**src/rtl/erase_pkg.sv**
```systemverilog
// Shared definitions for the chip erase sequencer: register map and states.
package erase_pkg;
    localparam int NPHASE = 3;
    localparam logic [1:0] ADR_CTRL  = 2'd0;
    localparam logic [1:0] ADR_LIMIT = 2'd1;
    localparam logic [1:0] ADR_STAT  = 2'd2;

    typedef enum logic [2:0] {
        ST_IDLE,
        ST_REQ,
        ST_WAIT,
        ST_DONE,
        ST_FAIL
    } seq_state_t;
endpackage

```
**src/rtl/erase_regs.sv**
```systemverilog
// Register decode for the erase sequencer.
// It produces a start strobe, holds the wait limit and muxes the read data.
// Assumes a single shared address for reads and writes; reads are combinational.
module erase_regs
    import erase_pkg::*;
#(
    parameter int DATA_W    = 16,
    parameter int TMO_W     = 16,
    parameter int DEF_LIMIT = 64
) (
    input  logic              clk,
    input  logic              rst_n,
    input  logic              wr,
    input  logic [1:0]        addr,
    input  logic [DATA_W-1:0] wdata,
    input  logic              busy,
    input  logic              done,
    input  logic              err,
    output logic              start,
    output logic [TMO_W-1:0]  limit,
    output logic [DATA_W-1:0] rdata
);
    localparam int LW = (TMO_W < DATA_W) ? TMO_W : DATA_W;

    // Start strobe: write of bit 0 to the control address.
    always_comb start = wr && (addr == ADR_CTRL) && wdata[0];

    // Wait limit register; frozen while a sequence is running.
    always_ff @(posedge clk) begin
        if (!rst_n)
            limit <= TMO_W'(DEF_LIMIT);
        else if (wr && addr == ADR_LIMIT && !busy)
            limit <= TMO_W'(wdata[LW-1:0]);
    end

    // Read mux over the three mapped registers.
    always_comb begin
        rdata = '0;
        case (addr)
            ADR_LIMIT: rdata[LW-1:0] = limit[LW-1:0];
            ADR_STAT:  rdata[2:0]    = {err, busy, done};
            default:   rdata = '0;
        endcase
    end
endmodule

```
**src/rtl/erase_timer.sv**
```systemverilog
// Acknowledge wait timer.
// It counts wait cycles and flags the last cycle of the window.
// Assumes en is high only in wait cycles; a limit of 0 behaves as 1.
module erase_timer #(
    parameter int TMO_W = 16
) (
    input  logic             clk,
    input  logic             rst_n,
    input  logic             en,
    input  logic [TMO_W-1:0] limit,
    output logic             last
);
    logic [TMO_W-1:0] cnt;

    // Count cycles spent waiting; restart whenever not waiting.
    always_ff @(posedge clk) begin
        if (!rst_n || !en)
            cnt <= '0;
        else
            cnt <= cnt + 1'b1;
    end

    // Last window cycle: count+1 has reached the limit.
    always_comb last = ({1'b0, cnt} + 1'b1) >= {1'b0, limit};
endmodule

```
**src/rtl/erase_fsm.sv**
```systemverilog
// Phase sequencer for the chip erase.
// It issues one-cycle clear requests in fixed order and waits for each acknowledge.
// A start is accepted only from idle; the done and fail states are terminal until reset.
module erase_fsm
    import erase_pkg::*;
(
    input  logic              clk,
    input  logic              rst_n,
    input  logic              start,
    input  logic [NPHASE-1:0] ack,
    input  logic              last,
    output logic [NPHASE-1:0] req,
    output logic              waiting,
    output logic              busy,
    output logic              done,
    output logic              err
);
    localparam int PH_W = $clog2(NPHASE);
    localparam logic [PH_W-1:0] PH_LAST = PH_W'(NPHASE - 1);

    seq_state_t     state, state_n;
    logic [PH_W-1:0] phase, phase_n;

    // State and phase registers.
    always_ff @(posedge clk) begin
        if (!rst_n) begin
            state <= ST_IDLE;
            phase <= '0;
        end else begin
            state <= state_n;
            phase <= phase_n;
        end
    end

    // Next-state logic: the acknowledge has priority over window expiry.
    always_comb begin
        state_n = state;
        phase_n = phase;
        case (state)
            ST_IDLE: if (start) begin
                state_n = ST_REQ;
                phase_n = '0;
            end
            ST_REQ: state_n = ST_WAIT;
            ST_WAIT: begin
                if (ack[phase]) begin
                    if (phase == PH_LAST) begin
                        state_n = ST_DONE;
                    end else begin
                        state_n = ST_REQ;
                        phase_n = phase + 1'b1;
                    end
                end else if (last) begin
                    state_n = ST_FAIL;
                end
            end
            default: state_n = state;
        endcase
    end

    // Request decode: one bit for the current phase during the request cycle.
    always_comb begin
        req = '0;
        if (state == ST_REQ) req[phase] = 1'b1;
    end

    // Status flags derived from the state.
    always_comb begin
        waiting = (state == ST_WAIT);
        busy    = (state == ST_REQ) || (state == ST_WAIT);
        done    = (state == ST_DONE);
        err     = (state == ST_FAIL);
    end
endmodule

```
**src/rtl/erase_seq.sv**
```systemverilog
// Chip erase sequencer top.
// It ties the register decode, the phase sequencer and the wait timer together.
// Assumes the clear acknowledges are synchronous pulses from the region models.
module erase_seq
    import erase_pkg::*;
#(
    parameter int DATA_W    = 16,
    parameter int TMO_W     = 16,
    parameter int DEF_LIMIT = 64
) (
    input  logic              clk,
    input  logic              rst_n,
    input  logic              reg_wr,
    input  logic [1:0]        reg_addr,
    input  logic [DATA_W-1:0] reg_wdata,
    output logic [DATA_W-1:0] reg_rdata,
    output logic [2:0]        clr_req,
    input  logic [2:0]        clr_ack,
    output logic              sts_done,
    output logic              sts_busy,
    output logic              sts_err
);
    logic             start;
    logic             waiting;
    logic             last;
    logic [TMO_W-1:0] limit;

    erase_regs #(.DATA_W(DATA_W), .TMO_W(TMO_W), .DEF_LIMIT(DEF_LIMIT)) u_regs (
        .clk(clk), .rst_n(rst_n), .wr(reg_wr), .addr(reg_addr), .wdata(reg_wdata),
        .busy(sts_busy), .done(sts_done), .err(sts_err),
        .start(start), .limit(limit), .rdata(reg_rdata)
    );

    erase_fsm u_fsm (
        .clk(clk), .rst_n(rst_n), .start(start), .ack(clr_ack), .last(last),
        .req(clr_req), .waiting(waiting), .busy(sts_busy), .done(sts_done), .err(sts_err)
    );

    erase_timer #(.TMO_W(TMO_W)) u_timer (
        .clk(clk), .rst_n(rst_n), .en(waiting), .limit(limit), .last(last)
    );
endmodule

```
**config.mk**
```make
export PLATFORM = sky130hd
export DESIGN_NAME = erase_seq
export DESIGN_NICKNAME = d
export VERILOG_FILES = /design/src/rtl/erase_pkg.sv /design/src/rtl/erase_regs.sv /design/src/rtl/erase_timer.sv /design/src/rtl/erase_fsm.sv /design/src/rtl/erase_seq.sv
export SDC_FILE = /design/constraint.sdc
export NUM_CORES = 1
export LEC_CHECK = 0
export ABC_AREA = 1
export CORE_MARGIN = 2
export CORE_UTILIZATION = 45
export DETAILED_ROUTE_END_ITERATION = 7
export PLACE_DENSITY_LB_ADDON = 0.15
export SLEW_MARGIN = 20
export SYNTH_ARGS = -nofsm -noshare
export SYNTH_HDL_FRONTEND = slang
export SYNTH_SLANG_ARGS = --single-unit
```
**constraint.sdc**
```tcl
create_clock -name clk -period 2.4 [get_ports clk]
set_input_delay 0.48 -clock clk [delete_from_list [all_inputs] [get_ports clk]]
set_output_delay 0.48 -clock clk [all_outputs]
set_load 0.02 [all_outputs]
```
==> results.yml, run 1 <==
floorplan:
  io-pin-count: 46
  placementRows: 26
  die_y_um: 77.5
  start_util_pct: 47.0
  core_area_sq_um: 5170
  dieArea_sq_um: 6010
  die_width_um: 77.5
synthesis:
  ys_seq_elements: 37
  yosysTopAreaCellShare_pct: 30.5
  synth_area_leaders: "dfxtp_1 30%, ha_1 12%, inv_1 11%"
  synth.net_count: 404
  netlist_area_sq_um: 2430
  synth_top_area_cell: "dfxtp_1"
  ys.flop_type: "dfxtp_1"
  synth_edf_count: 0
  avgSynthCellArea_sq_um: 6.81
  async_reset_ff_share_pct: 0
  ys_seq_area_share_pct: 30.5
  synthDistinctLibCells: 35
  netlist_instances: 357
  ys_warn_count: 0
run_status:
  failed_checks: "negative setup slack"
  status: "finished with violations"
cells_and_area:
  nNetsFinal: 473
  fillCellCount: 478
  final_common_cell: "inv_1"
  n_antenna_cell: 0
  drive_gt1_share_pct: 18.1
  layout_common_cells: "71 x inv_1, 61 x nand2_1, 36 x nor2_1, 34 x dfxtp_1, 30 x a21oi_1"
  final_cells: 496
  syn2layout_area_growth_pct: 37.1
  postLayoutCellArea_sq_um: 3330
  final_util_pct: 64.5
critical_path:
  crit_fanout: 4
  arrival_ns: 2.68
  start_kind: "flip-flop"
  slowest_stage: "dfxtp_2"
  crit_top_cell: "nand2_1"
  endpoint_kind: "flip-flop"
  critPathKind: "reg -> reg"
  crit_required_ns: 2.59
  max_stage_delay_ns: 0.36
  path_cells: "ha_4 -> nand2_2 -> inv_2 -> nand2_4 -> nor2_4 -> nand3_2 -> nand2_1 -> inv_1 -> or2_1 -> inv_2 -> ha_4 -> a21oi_1 -> o21ai_1 -> inv_1 -> nand2_1 -> nand2_1 -> nand2_1 -> nand2_1 -> nand2_2 -> a21oi_1 -> nor2_1"
sta:
  finalSetupViolCount: 3
  rsz0062_at_grt: "yes"
  finalWorstSetupSlack_ns: -0.0857
  finalSetupTns_ns: -0.179
  period_needed_ns: 2.49
  slew_headroom_pct: 59.6
  slew_viol_final: 0
  fmax_ghz: 0.402
  fin_worst_skew_ns: 0.00675
  hold_violations: 0
  max_slew.worst_pin.slew_ns: 0.604
  min_period_over_period_pct: 104
global_route:
  antenna_found_initial: 0
  grt_first_pass_wirelength_um: 9340
  overflow: 0
  grt_max_degree: 21
  grt_pass1_vias: 2253
  grt_util_all_layers_pct: 19.5
cts:
  hold_buffers: 0
  cts_root_buf: "clkbuf_8"
  cts_buffers: 5
  clk_pin_slew_ns: 0.08
  htree_levels: 2
  ctsLongestPathBuffers: 2
  cts_tree: "built"
  worstSkewPairLatency_ns: 0.29
  cts_sinks: 37
place:
  place_area_sq_um: 3080
  portBuffers: 45
  placedCellCount: 483
  post-dp-hpwl_um: 4520
  place_congestion: 0.828
drt:
  drcViolationCount: 0
  drt_wl_total_um: 5800
  vias: 2356
  firstDrtPassIters: 4
  viasPerCell: 4.75
  drt_iter0_drc: 63
  wl_per_cell_um: 11.7
  antenna_left: 0
pwr:
  power_density_nw_per_um2: 591
  ir_drop_uv: 482
  p_leak_nw: 1.63
worst_hold_path:
  min_path_type: "reg -> reg"
job:
  maxCapViolCount: 0
[layer usage]
layer / vias to the layer above / GRT usage (%) / share of wire [%]
met2: 28 / 36.8 / 52
met4: 0 / 6.79 / 1.2
li1: 1262 / - / -
met5: - / 0 / 0
met1: 1061 / 21.6 / 44
met3: 5 / 3.95 / 2.7
[cell type report]
type                       count  area (sq um)  area share, %
inverter                      80           300           9.01
tap                           70          87.6           2.63
timing repair buffer          69           624           18.7
clock buffer                   7          86.3           2.59
sequential                    37           744           22.3
multi-input combinational    233          1490           44.7
[power breakdown]
group	switching (mW)	total (mW)	internal (mW)	leakage, nW
Clock	0.225	0.453	0.228	0.0443
Sequential	0.0605	0.735	0.675	0.302
Combinational	0.461	0.783	0.322	1.28
Total	0.747	1.97	1.22	1.63
[cell families after synthesis]
| logic type | count (synthesis) | synth area share (%) |
|---|---|---|
| and+or+nand+nor | 148 | 28.4 |
| buffers and inverters | 87 | 13.8 |
| AOI/OAI and AO/OA | 53 | 11.9 |
| DFF | 37 | 30.5 |
| adders and majority gates | 23 | 11.8 |
| xor gates and xnor gates | 9 | 3.55 |
[synthesized netlist by cell type (2+ instances only)]
cell type and instances:
nand4_1 10, ha_1 23, nor2_1 38, clkbuf_1 3
nand3_2 4, nand2_2 3, a21oi_1 30, xnor2_1 2
o21ai_0 2, nand3_1 9, inv_1 73, nor3_1 6
buf_4 2, dfxtp_1 37, nor2_4 3, nor2_2 2
xor2_1 6, inv_2 7, nand2_1 65, nor4_1 2
o21ai_1 15, a211oi_1 2
[through the flow]
stage / worst slack, ns / total power [mW] / hold WS, ns
5_1_grt: -0.292 / 2.11 / 0.513
2_1_floorplan: 0.0584 / 1.23 / 0.429
3_5_place_dp: -0.232 / 1.49 / 0.475
3_3_place_gp: -0.219 / 1.48 / 0.474
6_report: -0.0857 / 1.97 / 0.484
4_1_cts: -0.0854 / 1.96 / 0.486
[state kept, by name, indices dropped and copies added (netlist names)]
register      count
u_timer.cnt      16
u_fsm.phase       2
u_fsm.state       3
u_regs.limit     16
[worst max-delay path, delay by kind of cell, from the launching register on]
kind / cells / cell delay, ns
AOI/OAI and AO/OA: 3 / 0.36
DFF: 1 / 0.36
buffers and inverters: 4 / 0.24
adders and majority gates: 2 / 0.34
and+or+nand+nor: 12 / 1.09
[what timing repair did]
action,CTS,global route
resized for setup,32,15
buffers inserted,4,2
setup endpoints to repair,19,4
pin swaps,11,19
hold endpoints to repair,0,0
[worst paths after layout]
| check | start | endpoint | slack (ns) | cells after the start |
|---|---|---|---|---|
| max | u_timer.cnt[0] | u_fsm.state[1] | -0.09 | 21 |
| max reg2reg | u_timer.cnt[0] | u_fsm.state[1] | -0.09 | 21 |
| min reg2reg | u_regs.limit[11] | u_regs.limit[11] | 0.48 | 2 |
| min | u_regs.limit[11] | u_regs.limit[11] | 0.48 | 2 |
Note: power is estimated with default switching activity, not from simulation.
==> inputs of run 2 (changes only) <==
--- a/config.mk
+++ b/config.mk
@@ -7,9 +7,10 @@
 export LEC_CHECK = 0
 export ABC_AREA = 1
 export CORE_MARGIN = 2
-export CORE_UTILIZATION = 45
+export CORE_UTILIZATION = 52
 export DETAILED_ROUTE_END_ITERATION = 7
 export PLACE_DENSITY_LB_ADDON = 0.15
+export SKIP_LAST_GASP = 1
 export SLEW_MARGIN = 20
 export SYNTH_ARGS = -nofsm -noshare
 export SYNTH_HDL_FRONTEND = slang
==> constraint.sdc (replaced) <==
create_clock -name clk -period 2.55 [get_ports clk]
set_input_delay 0.51 -clock clk [delete_from_list [all_inputs] [get_ports clk]]
set_output_delay 0.51 -clock clk [all_outputs]
set_load 0.02 [all_outputs]
==> run 2 against run 1 <==
Against the previous run:
- the run still ends with negative setup slack left
- worst hold slack improved by 0.0084 ns
- combinational power fell by 8.8%
- clock-buffer cell count is 1 lower
- first-iteration DRC count rose by 120%
- largest cell class unchanged
==> results.yml, run 2 (synthesis results as in run 1) <==
sta:
  rsz0062_at_grt: "yes"
  finalSetupViolCount: 2
  fin_worst_skew_ns: 0.00464
  period_needed_ns: 2.58
  finalWorstSetupSlack_ns: -0.0287
  slew_viol_final: 0
  hold_violations: 0
  fmax_ghz: 0.388
  max_slew.worst_pin.slew_ns: 0.606
  slew_headroom_pct: 59.5
  hold_ws_ns: 0.492
  min_period_over_period_pct: 101
pwr:
  seq_power_share_pct: 35.6
  ir_drop_uv: 518
  pwr-share-comb_pct: 36.7
  p_clk_share_pct: 27.7
  power_density_nw_per_um2: 582
  p_int_mw: 1.24
  p_leak_nw: 1.64
  p_sw_share_pct: 36.3
  p_sw_mw: 0.707
cts:
  ctsLongestPathBuffers: 2
  htree_levels: 2
  clk_pin_slew_ns: 0.08
  cts_sinks: 37
  cts_buffers: 5
  worstSkewPairLatency_ns: 0.29
  cts_tree: "built"
  cts_root_buf: "clkbuf_8"
  hold_buffers: 0
critical_path:
  max_stage_delay_ns: 0.37
  crit_fanout: 4
  arrival_ns: 2.77
  critPathKind: "reg -> reg"
  endpoint_kind: "flip-flop"
  crit_required_ns: 2.74
  slowest_stage: "dfxtp_2"
  start_kind: "flip-flop"
  path_cells: "ha_4 -> nand2_2 -> inv_2 -> nand2_4 -> nor2_4 -> nand4_1 -> xor2_2 -> inv_2 -> ha_4 -> nand2_2 -> inv_2 -> nand4_1 -> o211ai_2 -> nor2_2 -> nand2_2 -> nand3_1 -> nand2_1 -> nor2_1"
job:
  maxCapViolCount: 0
global_route:
  antenna_found_initial: 0
  grt_max_degree: 19
  grt_pass1_vias: 2251
  overflow: 0
  grt_util_all_layers_pct: 22.4
  grt_first_pass_wirelength_um: 9300
cells_and_area:
  final_util_pct: 75.1
  n_antenna_cell: 0
  drive_gt1_share_pct: 18.3
  syn2layout_area_growth_pct: 37.3
  top_regs: "u_regs.limit (16), u_timer.cnt (16), u_fsm.state (3)"
  final_common_cell: "inv_1"
  layout_common_cells: "69 x inv_1, 61 x nand2_1, 36 x nor2_1, 34 x dfxtp_1, 30 x a21oi_1"
  final_cells: 473
  postLayoutCellArea_sq_um: 3340
  nNetsFinal: 467
place:
  post-dp-hpwl_um: 4320
  place_area_sq_um: 3020
  post-place-ws_ns: -0.143
  portBuffers: 45
  place_congestion: 0.809
  placedCellCount: 458
floorplan:
  die_y_um: 72.4
  dieArea_sq_um: 5240
  die_width_um: 72.4
  io-pin-count: 46
  placementRows: 24
  core_area_sq_um: 4440
  start_util_pct: 54.7
worst_hold_path:
  min_path_type: "reg -> reg"
drt:
  wl_per_cell_um: 12.7
  drcViolationCount: 0
  drt_iter0_drc: 141
  vias: 2395
  viasPerCell: 5.06
  firstDrtPassIters: 4
  antenna_left: 0
  drt_wl_total_um: 6020
run_status:
  status: "finished with violations"
  failed_checks: "negative setup slack"
run 2: cell types whose count changed in the layout (fill, tap and decap cells not counted), sizes merged:
cell           before  now
buf                24   18
bufinv              0    1
clkbuf              7    6
clkdlybuf4s15       1    0
clkinvlp            0    1
dlymetal6s2s        0    1
run 2: repair_timing:
action / 4_1_cts / 5_1_grt
pin swaps: 4 / 17
hold endpoints to repair: 0 / 0
setup endpoints to repair: 18 / 4
cloned: 0 / 0
resized for setup: 21 / 29
buffers inserted: 1 / 6
run 2: layer usage:
metal  routed length [um]  track usage [%]
met4                  124             8.64
met5                    0                0
met1                 2540             26.7
met2                 3110             40.0
met3                  248             3.75
run 2: worst paths after layout:
path / from / end / slack (ns) / cells past startpoint
hold reg to reg: u_regs.limit[2] / u_regs.limit[2] / 0.49 / 2
setup reg to reg: u_timer.cnt[0] / u_fsm.state[0] / -0.03 / 18
hold / removal: u_regs.limit[2] / u_regs.limit[2] / 0.49 / 2
setup / recovery: u_timer.cnt[0] / u_fsm.state[0] / -0.03 / 18
run 2: critical path, delay by kind of cell, from the launching register on:
family,cells,cell delay [ns]
XOR/XNOR,1,0.27
AND/OR/NAND/NOR,11,1.00
flip-flops,1,0.37
adder cells (fa/ha/maj),2,0.43
buffers and inverters,3,0.22
AO/OA/AOI/OAI,1,0.19
run 2: metrics by stage:
step / TNS [ns] / power (mW)
final: -0.0509 / 1.94
after detailed placement: -1.91 / 1.39
after floorplan: 0 / 1.15
after CTS: -0.0897 / 1.93
after global placement: -1.24 / 1.37
after global routing: -0.484 / 2.06
run 2: area by class of cell:
| cell class | instances | area [sq um] |
|---|---|---|
| clock buffers | 6 | 82.6 |
| clock inverters | 2 | 37.5 |
| fillers | 350 | 1100 |
| inverters | 80 | 300 |
| multi-input cells | 233 | 1510 |
| flip-flops and latches | 37 | 744 |
| well taps | 52 | 65.1 |
| repair buffers | 63 | 598 |
run 2: power by group through the flow:
stage | Clock (mW) | Sequential, mW | Combinational, mW
2_1_floorplan | 0 | 0.689 | 0.465
3_3_place_gp | 0 | 0.699 | 0.669
3_5_place_dp | 0 | 0.701 | 0.685
4_1_cts | 0.549 | 0.690 | 0.687
5_1_grt | 0.572 | 0.702 | 0.787
6_report | 0.539 | 0.692 | 0.714
==> inputs of run 3 (changes only) <==
==> constraint.sdc (replaced) <==
create_clock -name clk -period 2.55 [get_ports clk]
set_input_delay 0.3825 -clock clk [delete_from_list [all_inputs] [get_ports clk]]
set_output_delay 0.3825 -clock clk [all_outputs]
set_load 0.02 [all_outputs]
==> run 3 against run 2 <==
Against the previous run:
- the run now ends clean
- maximum frequency up 2.2%
- worst hold slack worse by 0.038 ns
- first-iteration DRC count fell by 36%
- die area is the same
- combinational power increased by 0.8%
- highest routed layer unchanged
- sequential power about the same
- sequential share of layout area grew 0.40 points
- power fell by 6.4%
- clock-buffer cell count is the same
- global-route usage barely moved
- critical path depth increased by 3
- final area shrank 1.4%
==> results.yml, run 3 (synthesis results as in run 1) <==
place:
  post-place-ws_ns: -0.112
  portBuffers: 45
  place_congestion: 0.867
  post-dp-hpwl_um: 4230
critical_path:
  arrival_ns: 2.71
  r2r_slack_ns: 0.03
  cp.depth: 21
  reg2reg_from: "u_timer.cnt[0]"
  timing.rr.end: "u_fsm.state[1]"
  crit_required_ns: 2.74
  path_cells: "ha_4 -> nand2_2 -> inv_2 -> nand2_4 -> nor2_4 -> nand3_2 -> nand2_1 -> inv_1 -> or2_1 -> inv_2 -> ha_4 -> a21oi_2 -> o21ai_2 -> inv_1 -> nand2_1 -> nand2_1 -> nand2_1 -> nand2_1 -> nand2_2 -> a21oi_1 -> nor2_1"
  max_stage_delay_ns: 0.38
  critPathTopFamily: "simple AND/OR/NAND/NOR gates"
  endpoint_kind: "flip-flop"
  crit_buf_inv: 4
  start_kind: "flip-flop"
  crit_fanout: 4
  setup.worst_path.start: "u_timer.cnt[0]"
  critPathKind: "reg -> reg"
  r2r_cells: 21
  slowest_stage: "dfxtp_4"
  endpoint: "u_fsm.state[1]"
  crit_top_cell: "nand2_1"
cts:
  hold_buffers: 0
  cts_root_buf: "clkbuf_8"
  cts_tree: "built"
  ctsLongestPathBuffers: 2
  worstSkewPairLatency_ns: 0.29
  clk_pin_slew_ns: 0.08
  htree_levels: 2
  cts_sinks: 37
  cts_buffers: 5
global_route:
  grt_util_all_layers_pct: 22.4
  grt_max_degree: 19
  antenna_found_initial: 0
  overflow: 0
  grt_pass1_vias: 2234
  grt_first_pass_wirelength_um: 9340
cells_and_area:
  final_common_cell: "inv_1"
  top_regs: "u_regs.limit (16), u_timer.cnt (16), u_fsm.state (3)"
  n_antenna_cell: 0
  layout_common_cells: "70 x inv_1, 60 x nand2_1, 45 x clkdlybuf4s50_1, 36 x nor2_1, 34 x dfxtp_1"
  drive_gt1_share_pct: 18.0
  fillCellCount: 366
  syn2layout_area_growth_pct: 35.3
  nNetsFinal: 462
  final_util_pct: 74.1
drt:
  antenna_left: 0
  firstDrtPassIters: 4
  vias: 2344
  drt_wl_total_um: 5730
  drt_iter0_drc: 90
  routed.top_layer: "met4"
  viasPerCell: 5.01
  wl_met2_um: 2820
  dr_wl_met3_um: 205
  wl_met1_um: 2590
  wl_per_cell_um: 12.2
  drcViolationCount: 0
worst_hold_path:
  min_path_type: "reg -> reg"
floorplan:
  io-pin-count: 46
  dieArea_sq_um: 5240
  placementRows: 24
  start_util_pct: 54.7
  core_area_sq_um: 4440
  die_y_um: 72.4
  die_width_um: 72.4
job:
  maxCapViolCount: 0
sta:
  period_needed_ns: 2.52
  hold_violations: 0
  finalSetupViolCount: 0
  finalSetupTns_ns: 0
  slew_viol_final: 0
  max_slew.worst_pin.slew_ns: 0.595
  rsz0062_at_grt: "yes"
  slew_headroom_pct: 60.2
  min_period_over_period_pct: 98.9
  finalWorstSetupSlack_ns: 0.0273
  fmax_ghz: 0.396
  fin_worst_skew_ns: 0.00476
run_status:
  status: "finished clean"
pwr:
  p_leak_nw: 1.54
  power_density_nw_per_um2: 553
  ir_drop_uv: 489
run 3: changes by cell type in the layout (fill, tap and decap cells not counted), moves of 2 or more:
cell             change
dlygate4sd2_1       -15
buf_4                -4
clkdlybuf4s50_1     +16
clkinv_2             +2
a21oi_2              +2
a21oi_1              -2
run 3: report_power, final:
part	total (mW)	switching (mW)	internal (mW)	leakage [nW]
clock	0.406	0.216	0.190	0.0450
combinational	0.720	0.424	0.296	1.19
sequential	0.695	0.0594	0.636	0.302
run 3: cell type report:
| class | instances | area [sq um] | share of cell area (%) |
|---|---|---|---|
| Clock inverter | 2 | 10.0 | 0.304 |
| Tap cell | 52 | 65.1 | 1.98 |
| Clock buffer | 6 | 72.6 | 2.20 |
| Multi-Input combinational cell | 233 | 1530 | 46.6 |
| Timing Repair Buffer | 58 | 564 | 17.1 |
| Inverter | 80 | 300 | 9.12 |
| Sequential cell | 37 | 747 | 22.7 |
run 3: how the worst min path moves through the flow:
stage / startpoint / end / slack, ns / cells after the start
floorplan: u_timer.cnt[0] / u_timer.cnt[0] / 0.43 / 1
global placement: u_timer.cnt[0] / u_timer.cnt[0] / 0.44 / 1
detailed placement: u_timer.cnt[0] / u_timer.cnt[0] / 0.45 / 1
CTS: u_timer.cnt[0] / u_timer.cnt[0] / 0.44 / 1
global route: u_timer.cnt[0] / u_timer.cnt[0] / 0.47 / 1
finish: u_timer.cnt[0] / u_timer.cnt[0] / 0.45 / 1
run 3: repair_timing:
| item | in CTS | in global routing |
|---|---|---|
| endpoints found under the setup margin | 3 | 14 |
| pin swaps | 1 | 24 |
| gates cloned | 0 | 0 |
| resized for setup | 5 | 35 |
| buffers inserted | 1 | 9 |
run 3: routing by layer:
| layer | global-route usage (%) | vias up |
|---|---|---|
| met1 | 27.7 | 1050 |
| li1 | - | 1237 |
| met3 | 4.31 | 10 |
| met4 | 7.41 | 0 |
| met5 | 0 | - |
| met2 | 38.9 | 47 |
run 3: worst register-to-register path, stage by stage (launching register included):
cell and delay (ns):
dfxtp_4 0.38, ha_4 0.14, nand2_2 0.04, inv_2 0.07
nand2_4 0.07, nor2_4 0.22, nand3_2 0.12, nand2_1 0.07
inv_1 0.03, or2_1 0.26, inv_2 0.08, ha_4 0.20
a21oi_2 0.12, o21ai_2 0.07, inv_1 0.06, nand2_1 0.05
nand2_1 0.05, nand2_1 0.05, nand2_1 0.07, nand2_2 0.07
a21oi_1 0.13, nor2_1 0.06
run 3: stage by stage:
stage               hold slack, ns  instance area [sq um]  total power [mW]  std cells
floorplan                    0.429                   2430              1.15        357
global placement             0.443                   2950              1.36        450
detailed placement           0.454                   2950              1.38        450
CTS                          0.435                   3050              1.78        459
global route                 0.468                   3290              1.94        468
finish                       0.454                   3290              1.82        468
